<file path="config.mk">
export PLATFORM = sky130hd
export DESIGN_NAME = efuse_rd_seq
export DESIGN_NICKNAME = d
export VERILOG_FILES = /design/src/rtl/efr_pkg.sv /design/src/rtl/efr_seq.sv /design/src/rtl/efr_regs.sv /design/src/rtl/efuse_rd_seq.sv
export SDC_FILE = /design/constraint.sdc
export NUM_CORES = 1
export LEC_CHECK = 0
export ABC_AREA = 1
export CELL_PAD_IN_SITES_DETAIL_PLACEMENT = 0
export CELL_PAD_IN_SITES_GLOBAL_PLACEMENT = 1
export CORE_ASPECT_RATIO = 0.7
export CORE_UTILIZATION = 49
export CTS_CLUSTER_SIZE = 25
export DETAILED_ROUTE_END_ITERATION = 16
export GPL_TIMING_DRIVEN = 0
export PLACE_DENSITY = 0.95
export SYNTH_ARGS = -nofsm -noshare
export SYNTH_HDL_FRONTEND = slang
export SYNTH_SLANG_ARGS = --single-unit
</file>
<file path="constraint.sdc">
create_clock -name clk -period 29.7 [get_ports clk]
set_input_delay 4.455 -clock clk [delete_from_list [all_inputs] [get_ports clk]]
set_output_delay 4.455 -clock clk [all_outputs]
set_load 0.02 [all_outputs]
</file>
<file path="src/rtl/efr_pkg.sv">
`timescale 1ns/1ps
package efr_pkg;
  localparam int REG_W      = 32;
  localparam int IDX_CTRL   = 0;
  localparam int IDX_CFG    = 1;
  localparam int IDX_STAT   = 2;
  localparam int IDX_DATA0  = 3;
  localparam int CTL_RD     = 0;
  localparam int CTL_LEN_LSB = 16;
  localparam int CTL_ADR_LSB = 21;
  localparam int CFG_ADJ_LSB = 20;
  localparam int CFG_STR_LSB = 16;
  localparam logic [REG_W-1:0] CTL_KEEP = 32'h7FFF_8003;
  localparam logic [REG_W-1:0] CFG_KEEP = 32'h80FF_FFFF;
  typedef enum logic [1:0] {SQ_IDLE, SQ_SETUP, SQ_STRB} sq_state_t;
endpackage

</file>
<file path="src/rtl/efr_seq.sv">
`timescale 1ns/1ps
module efr_seq import efr_pkg::*; #(
  parameter int FA_W  = 9,
  parameter int FD_W  = 16,
  parameter int LEN_W = 5,
  parameter int TIM_W = 4
) (
  input  logic             clk,
  input  logic             rst_n,
  input  logic             start_i,
  input  logic [FA_W-1:0]  start_haddr_i,
  input  logic [LEN_W-1:0] start_len_i,
  input  logic [TIM_W-1:0] adj_i,
  input  logic [TIM_W-1:0] str_i,
  input  logic [FD_W-1:0]  fuse_rdata_i,
  output logic [FA_W-1:0]  fuse_addr_o,
  output logic             fuse_strobe_o,
  output logic             busy_o,
  output logic             cap_valid_o,
  output logic [LEN_W-2:0] cap_idx_o,
  output logic [FD_W-1:0]  cap_data_o,
  output logic             finish_o
);
  localparam int CNT_W = TIM_W + 1;
  localparam int IDX_W = LEN_W - 1;

  sq_state_t        state_q, state_d;
  logic [CNT_W-1:0] cnt_q, cnt_d;
  logic [FA_W-1:0]  addr_q, addr_d;
  logic [IDX_W-1:0] idx_q, idx_d, last_q, last_d;
  logic [TIM_W-1:0] adj_q, adj_d, str_q, str_d;
  logic             cnt_zero;

  assign cnt_zero = (cnt_q == '0);

  always_comb begin
    state_d = state_q;
    cnt_d   = cnt_q;
    addr_d  = addr_q;
    idx_d   = idx_q;
    last_d  = last_q;
    adj_d   = adj_q;
    str_d   = str_q;
    case (state_q)
      SQ_IDLE: if (start_i) begin
        state_d = SQ_SETUP;
        cnt_d   = CNT_W'(adj_i);
        addr_d  = start_haddr_i;
        idx_d   = '0;
        last_d  = start_len_i[LEN_W-1:1];
        adj_d   = adj_i;
        str_d   = str_i;
      end
      SQ_SETUP: begin
        if (cnt_zero) begin
          state_d = SQ_STRB;
          cnt_d   = CNT_W'(str_q) + CNT_W'(3);
        end else begin
          cnt_d = cnt_q - CNT_W'(1);
        end
      end
      SQ_STRB: begin
        if (cnt_zero) begin
          if (idx_q == last_q) begin
            state_d = SQ_IDLE;
          end else begin
            state_d = SQ_SETUP;
            cnt_d   = CNT_W'(adj_q);
            addr_d  = addr_q + FA_W'(1);
            idx_d   = idx_q + IDX_W'(1);
          end
        end else begin
          cnt_d = cnt_q - CNT_W'(1);
        end
      end
      default: state_d = SQ_IDLE;
    endcase
  end

  always_ff @(posedge clk or negedge rst_n) begin
    if (!rst_n) begin
      state_q <= SQ_IDLE;
      cnt_q   <= '0;
      addr_q  <= '0;
      idx_q   <= '0;
      last_q  <= '0;
      adj_q   <= '0;
      str_q   <= '0;
    end else begin
      state_q <= state_d;
      cnt_q   <= cnt_d;
      addr_q  <= addr_d;
      idx_q   <= idx_d;
      last_q  <= last_d;
      adj_q   <= adj_d;
      str_q   <= str_d;
    end
  end

  assign fuse_addr_o   = addr_q;
  assign fuse_strobe_o = (state_q == SQ_STRB);
  assign busy_o        = (state_q != SQ_IDLE);
  assign cap_valid_o   = fuse_strobe_o && cnt_zero;
  assign cap_idx_o     = idx_q;
  assign cap_data_o    = fuse_rdata_i;
  assign finish_o      = cap_valid_o && (idx_q == last_q);


  strobe_addr_hold_chk: assert property (@(posedge clk) disable iff (!rst_n)
    (fuse_strobe_o && $past(fuse_strobe_o)) |-> $stable(fuse_addr_o));

  setup_first_chk: assert property (@(posedge clk) disable iff (!rst_n)
    $rose(busy_o) |-> !fuse_strobe_o);

  addr_step_chk: assert property (@(posedge clk) disable iff (!rst_n)
    ($fell(fuse_strobe_o) && busy_o) |-> (fuse_addr_o == $past(fuse_addr_o) + FA_W'(1)));
endmodule

</file>
<file path="src/rtl/efr_regs.sv">
`timescale 1ns/1ps
module efr_regs import efr_pkg::*; #(
  parameter int BUS_AW = 6,
  parameter int FA_W   = 9,
  parameter int FD_W   = 16,
  parameter int LEN_W  = 5,
  parameter int TIM_W  = 4
) (
  input  logic              clk,
  input  logic              rst_n,
  input  logic [BUS_AW-1:0] bus_addr_i,
  input  logic              bus_wr_i,
  input  logic [REG_W-1:0]  bus_wdata_i,
  output logic [REG_W-1:0]  bus_rdata_o,
  input  logic              busy_i,
  input  logic              cap_valid_i,
  input  logic [LEN_W-2:0]  cap_idx_i,
  input  logic [FD_W-1:0]   cap_data_i,
  input  logic              finish_i,
  output logic              start_o,
  output logic [FA_W-1:0]   start_haddr_o,
  output logic [LEN_W-1:0]  start_len_o,
  output logic [TIM_W-1:0]  adj_o,
  output logic [TIM_W-1:0]  str_o
);
  localparam int RIDX_W = BUS_AW - 2;
  localparam int WORDS  = (2 ** LEN_W) / 4;
  localparam int IDX_W  = LEN_W - 1;
  localparam int HALF_W = FD_W / 2;

  logic [RIDX_W-1:0] rd_idx;
  logic              unused_lsb;
  logic              ctrl_wr, ctrl_en, cfg_en, tail_drop;
  logic [REG_W-1:0]  ctrl_q, ctrl_d, cfg_q;
  logic              done_q, done_d;
  logic [LEN_W-1:0]  len_q;
  logic [REG_W-1:0]  data_w [WORDS];

  assign rd_idx     = bus_addr_i[BUS_AW-1:2];
  assign unused_lsb = ^bus_addr_i[1:0];
  assign ctrl_wr    = bus_wr_i && (rd_idx == RIDX_W'(IDX_CTRL)) && !busy_i;
  assign start_o    = ctrl_wr && bus_wdata_i[CTL_RD];
  assign cfg_en     = bus_wr_i && (rd_idx == RIDX_W'(IDX_CFG));
  assign ctrl_en    = ctrl_wr || finish_i;
  assign len_q      = ctrl_q[CTL_LEN_LSB +: LEN_W];
  assign tail_drop  = !len_q[0] && (cap_idx_i == len_q[LEN_W-1:1]);

  assign start_haddr_o = bus_wdata_i[CTL_ADR_LSB+1 +: FA_W];
  assign start_len_o   = bus_wdata_i[CTL_LEN_LSB +: LEN_W];
  assign adj_o         = cfg_q[CFG_ADJ_LSB +: TIM_W];
  assign str_o         = cfg_q[CFG_STR_LSB +: TIM_W];

  always_comb begin
    ctrl_d = ctrl_q;
    if (ctrl_wr) ctrl_d = bus_wdata_i & CTL_KEEP;
    else if (finish_i) ctrl_d[CTL_RD] = 1'b0;
    done_d = done_q;
    if (start_o) done_d = 1'b0;
    else if (finish_i) done_d = 1'b1;
  end

  always_ff @(posedge clk or negedge rst_n) begin
    if (!rst_n) begin
      ctrl_q <= '0;
      cfg_q  <= '0;
      done_q <= 1'b0;
    end else begin
      if (ctrl_en) ctrl_q <= ctrl_d;
      if (cfg_en)  cfg_q  <= bus_wdata_i & CFG_KEEP;
      done_q <= done_d;
    end
  end

  for (genvar w = 0; w < WORDS; w++) begin : g_word
    logic [REG_W-1:0] word_q, word_d;
    logic             word_en;
    always_comb begin
      word_en = start_o || (cap_valid_i && (cap_idx_i[IDX_W-1:1] == (IDX_W-1)'(w)));
      word_d  = word_q;
      if (start_o) begin
        word_d = '0;
      end else if (!cap_idx_i[0]) begin
        word_d[HALF_W-1:0] = cap_data_i[HALF_W-1:0];
        if (!tail_drop) word_d[FD_W-1:HALF_W] = cap_data_i[FD_W-1:HALF_W];
      end else begin
        word_d[FD_W+HALF_W-1:FD_W] = cap_data_i[HALF_W-1:0];
        if (!tail_drop) word_d[2*FD_W-1:FD_W+HALF_W] = cap_data_i[FD_W-1:HALF_W];
      end
    end
    always_ff @(posedge clk or negedge rst_n) begin
      if (!rst_n) word_q <= '0;
      else if (word_en) word_q <= word_d;
    end
    assign data_w[w] = word_q;
  end

  always_comb begin
    bus_rdata_o = '0;
    if (rd_idx == RIDX_W'(IDX_CTRL)) bus_rdata_o = ctrl_q;
    else if (rd_idx == RIDX_W'(IDX_CFG)) bus_rdata_o = cfg_q;
    else if (rd_idx == RIDX_W'(IDX_STAT)) bus_rdata_o[0] = done_q;
    for (int w = 0; w < WORDS; w++) begin
      if (int'(rd_idx) == IDX_DATA0 + w) bus_rdata_o = data_w[w];
    end
  end


  ctrl_locked_chk: assert property (@(posedge clk) disable iff (!rst_n)
    (busy_i && $past(busy_i)) |-> $stable(ctrl_q));

  done_on_finish_chk: assert property (@(posedge clk) disable iff (!rst_n)
    finish_i |=> (done_q && !ctrl_q[CTL_RD]));

  start_clears_done_chk: assert property (@(posedge clk) disable iff (!rst_n)
    $rose(busy_i) |-> (!done_q && ctrl_q[CTL_RD]));
endmodule

</file>
<file path="src/rtl/efuse_rd_seq.sv">
`timescale 1ns/1ps
module efuse_rd_seq import efr_pkg::*; #(
  parameter int BUS_AW = 6,
  parameter int FA_W   = 9,
  parameter int FD_W   = 16,
  parameter int LEN_W  = 5,
  parameter int TIM_W  = 4
) (
  input  logic              clk,
  input  logic              rst_n,
  input  logic [BUS_AW-1:0] bus_addr,
  input  logic              bus_wr,
  input  logic [REG_W-1:0]  bus_wdata,
  output logic [REG_W-1:0]  bus_rdata,
  output logic [FA_W-1:0]   fuse_addr,
  output logic              fuse_strobe,
  input  logic [FD_W-1:0]   fuse_rdata
);
  logic [1:0]       rst_sync_q;
  logic             rst_n_s;
  logic             start, busy, cap_valid, finish;
  logic [FA_W-1:0]  start_haddr;
  logic [LEN_W-1:0] start_len;
  logic [LEN_W-2:0] cap_idx;
  logic [FD_W-1:0]  cap_data;
  logic [TIM_W-1:0] adj, str;

  always_ff @(posedge clk or negedge rst_n) begin
    if (!rst_n) rst_sync_q <= '0;
    else        rst_sync_q <= {rst_sync_q[0], 1'b1};
  end
  assign rst_n_s = rst_sync_q[1];

  efr_regs #(.BUS_AW(BUS_AW), .FA_W(FA_W), .FD_W(FD_W), .LEN_W(LEN_W), .TIM_W(TIM_W)) regs_i (
    .clk(clk), .rst_n(rst_n_s),
    .bus_addr_i(bus_addr), .bus_wr_i(bus_wr), .bus_wdata_i(bus_wdata), .bus_rdata_o(bus_rdata),
    .busy_i(busy), .cap_valid_i(cap_valid), .cap_idx_i(cap_idx), .cap_data_i(cap_data),
    .finish_i(finish), .start_o(start), .start_haddr_o(start_haddr), .start_len_o(start_len),
    .adj_o(adj), .str_o(str));

  efr_seq #(.FA_W(FA_W), .FD_W(FD_W), .LEN_W(LEN_W), .TIM_W(TIM_W)) seq_i (
    .clk(clk), .rst_n(rst_n_s),
    .start_i(start), .start_haddr_i(start_haddr), .start_len_i(start_len),
    .adj_i(adj), .str_i(str), .fuse_rdata_i(fuse_rdata),
    .fuse_addr_o(fuse_addr), .fuse_strobe_o(fuse_strobe), .busy_o(busy),
    .cap_valid_o(cap_valid), .cap_idx_o(cap_idx), .cap_data_o(cap_data), .finish_o(finish));
endmodule

</file>
==> summary.md <==
| Metric | Value |
|---|---|
| Clock sink count | `around 330` |
| Total power | `1.565 mW` |
| Num CTS Buffers | `35` |
| Global-route wire length before repair | `72970 µm` |
| RSZ-0062 raised after global routing | `false` |
| DIE WIDTH | `216.5 µm` |
| Max_cap viols | `0` |
| Seq/Total Area, Yosys | `0.5296` |
| WHS | `approximately 0.30 ns` |
| Leakage power total | `8.992 nW` |
| Wire per inst | `approximately 19 µm` |
| Slew HR | `0.2510` |
| Total setup buffers inserted after CTS | `0` |
| Fmax | `approximately 80 MHz` |
| Detailed Routing Iterations Pass 1 | `5` |
| Avg Cell Area, Syn | `8.399 µm²` |
| Crit path DAT | `between 7 and 8 ns` |
| Final wirelength | `46590 µm` |
| Ports | `between 90 and 100` |
| PortBufs | `96` |
| Fin crit share | `0.4119` |
| Nets | `2082` |
| # setup viols final | `0` |
| Seq pwr share | `0.450` |
| Setup crit end kind | `output pin` |
| Standard-cell rows | `54` |
| Post-synth EDFFs | `0` |
| Overflow after GRT | `0` |
| Syn-to-layout area delta | `17.59%` |
| Slew Limit Fails | `0` |
| Mapped Area | `around 0.016 mm²` |
| Req. time, crit path | `25.24 ns` |
| Status | `complete, no violations` |
| Switching power share of the total | `0.3381` |
| Comb power frac | `0.264` |
| Cts hold-fix bufs | `0` |
| Design Area, Final | `0.01856 mm²` |
| TritonCTS clock tree | `done` |
| Vias | `13560` |
| Std-Cell Core Area | `0.03142 mm²` |
| Die area | `about 0.033 mm²` |
| Cell area power density | `around 84 mW/mm²` |
| R2r setup slk | `26.77 ns` |
| Worst reg2reg path depth | `9` |
| Setup TNS | `0 ns` |
| Initial antenna violation count | `0` |
| Worst setup SP type | `input pin` |
| Gpl congestion | `approximately 0.9` |
| Post-Syn Nets | `1944` |
| Global-route usage over all layers | `0.2884` |
| Psw | `529.2 µW` |
| Fillers | `~2800` |
| Hold Path Class | `reg -> async` |
| RR Endpoint | `regs_i.g_word[0].word_q[13]$_DFFE_PN0P_` |
| Most common cell after layout, fill and taps aside | `nand2_1` |
| Clock Power Share | `0.287` |
| Post-DP Area | `0.01741 mm²` |
| Cells after synthesis | `1879` |
| Critical-path maximum fanout | `10` |
| P_int | `a little over 1 mW` |
| Largest net degree at the start of global routing | `64` |
| Drt drc | `0` |
| Syn. warnings | `0` |
| H-tree Lvls | `2` |
| Clock root buffer | `clkbuf_16` |
| Initial Utilization | `0.5023` |
| DP HPWL | `33980 µm` |
| Reg clk slew, reported paths | `0.06 ns` |
| Synth Flop Type | `dfrtp_1` |
| Beginning of the critical path | `bus_addr[4]` |
| Max Clock Skew | `0.02035 ns` |
| Slew @ Worst Pin | `1.119 ns` |
| Hold Vio Cnt, Final | `0` |
| Layout cells sized above 1 | `0.1058` |
| Initial DRC count | `1709` |
| Vias in the first global route | `13010` |
| Die H | `152.2 µm` |
| Commonest cells after routing, fill and taps aside | `nand2_1, dfrtp_1, o21ai_0, o21ai_1, inv_1` |
| Peak VDD IR | `47.94 µV` |
| Worst R2R Start | `seq_i.state_q[1]$_DFFE_PN0P_` |
| Post-synth cell types | `41` |
| Minimum clock period | `12.23 ns` |
| PostCTS Resize Cnt | `0` |
| Vias/cell | `5.510` |
| Number of synthesized register bits | `334` |
| Clock insertion delay at the later pin of the skew report | `0.53 ns` |
| Post-route ant nets | `0` |
| Antenna diodes | `0` |
| Clock tree buffer depth | `3` |
| CP Class | `in -> out` |
| Synth async-reset ratio | `1.000` |
## final cells by class
class / instances / area [µm²] / share of cell area
flip-flops and latches: 334 / 8362 / 0.4506
inverters: 116 / 450.4 / 0.02427
well taps: 420 / 525.5 / 0.02832
clock buffers: 46 / 967.2 / 0.05211
plain buffers: 94 / 536.8 / 0.02892
repair buffers: 101 / 1099 / 0.05919
multi-input cells: 1335 / 6437 / 0.3469
clock inverters: 15 / 181.4 / 0.009776
## cells in the mapped netlist, types with 20 or more instances
cell | n | area share
a21oi_1 | 30 | 0.0095
buf_6 | 20 | 0.014
clkbuf_1 | 47 | 0.011
dfrtp_1 | 334 | 0.53
inv_1 | 111 | 0.026
nand2_1 | 636 | 0.15
nand2_4 | 20 | 0.014
nand3_1 | 93 | 0.029
nand4_1 | 33 | 0.013
nor2_1 | 94 | 0.022
o21ai_0 | 166 | 0.053
o21ai_1 | 131 | 0.042
## power by group through the flow
stage | clock [mW] | combinational, mW | sequential, mW
floorplan | 0 | 0.281 | 0.695
global placement | 0 | 0.387 | 0.709
detailed placement | 0 | 0.410 | 0.706
CTS | 0.453 | 0.413 | 0.700
global route | 0.472 | 0.466 | 0.720
finish | 0.448 | 0.413 | 0.704
## per-layer routing
layer	global-route usage	vias to the layer above	wire, µm
met4	0.07746	0	1126
met3	0.05289	74	3584
li1	-	6363	-
met1	0.4298	6644	21340
met5	0	-	0
met2	0.4321	479	20540
## registers in the layout (all words and copies together) (netlist names)
| name | count |
|---|---|
| rst_sync_q | 2 |
| regs_i.cfg_q | 25 |
| seq_i.cap_idx_o | 4 |
| regs_i.g_word.word_q | 256 |
| seq_i.fuse_addr_o | 9 |
| regs_i.done_q | 1 |
| seq_i.str_q | 4 |
| seq_i.cnt_q | 5 |
| regs_i.ctrl_q | 18 |
| seq_i.adj_q | 4 |
| seq_i.last_q | 4 |
| seq_i.state_q | 2 |
## critical path, cell delays in order
cell and delay [ns]:
clkdlybuf4s50_1 0.59, nand2_1 0.15, nor2_1 0.86, clkbuf_1 0.63, nand2_1 0.11, nand4_1 0.15
nand2_1 0.08, nand3_1 0.12, clkdlybuf4s50_1 0.63
## cell families after synthesis
kind of cell | count (synthesis) | synth area share
simple gates | 933 | 0.2560
compound gates | 370 | 0.1302
flops | 334 | 0.5296
buf+inv | 210 | 0.06255
mux | 15 | 0.01070
fa+ha+maj | 8 | 0.006342
xor+xnor | 8 | 0.004440
other cells | 1 | 0.0002376
## worst max path at each step
stage	cells past startpoint	slack, ns	to
after floorplan	10	19.56	bus_rdata[11]
after global placement	0	15.94	regs_i.g_word[6].word_q[13]$_DFFE_PN0P_
after detailed placement	9	17.62	bus_rdata[1]
after CTS	9	17.61	bus_rdata[1]
after global routing	9	17.40	bus_rdata[1]
final	9	17.47	bus_rdata[1]
## metrics by stage
stage / util / std cells / setup slack [ns]
2_1_floorplan: - / 1879 / 19.56
3_3_place_gp: 0.5497 / 2395 / 15.94
3_5_place_dp: 0.5542 / 2400 / 17.62
4_1_cts: 0.5907 / 2461 / 17.61
5_1_grt: 0.5907 / 2461 / 17.40
6_report: 0.5907 / 2461 / 17.47
No activity file was read; power rests on OpenSTA's default activity.
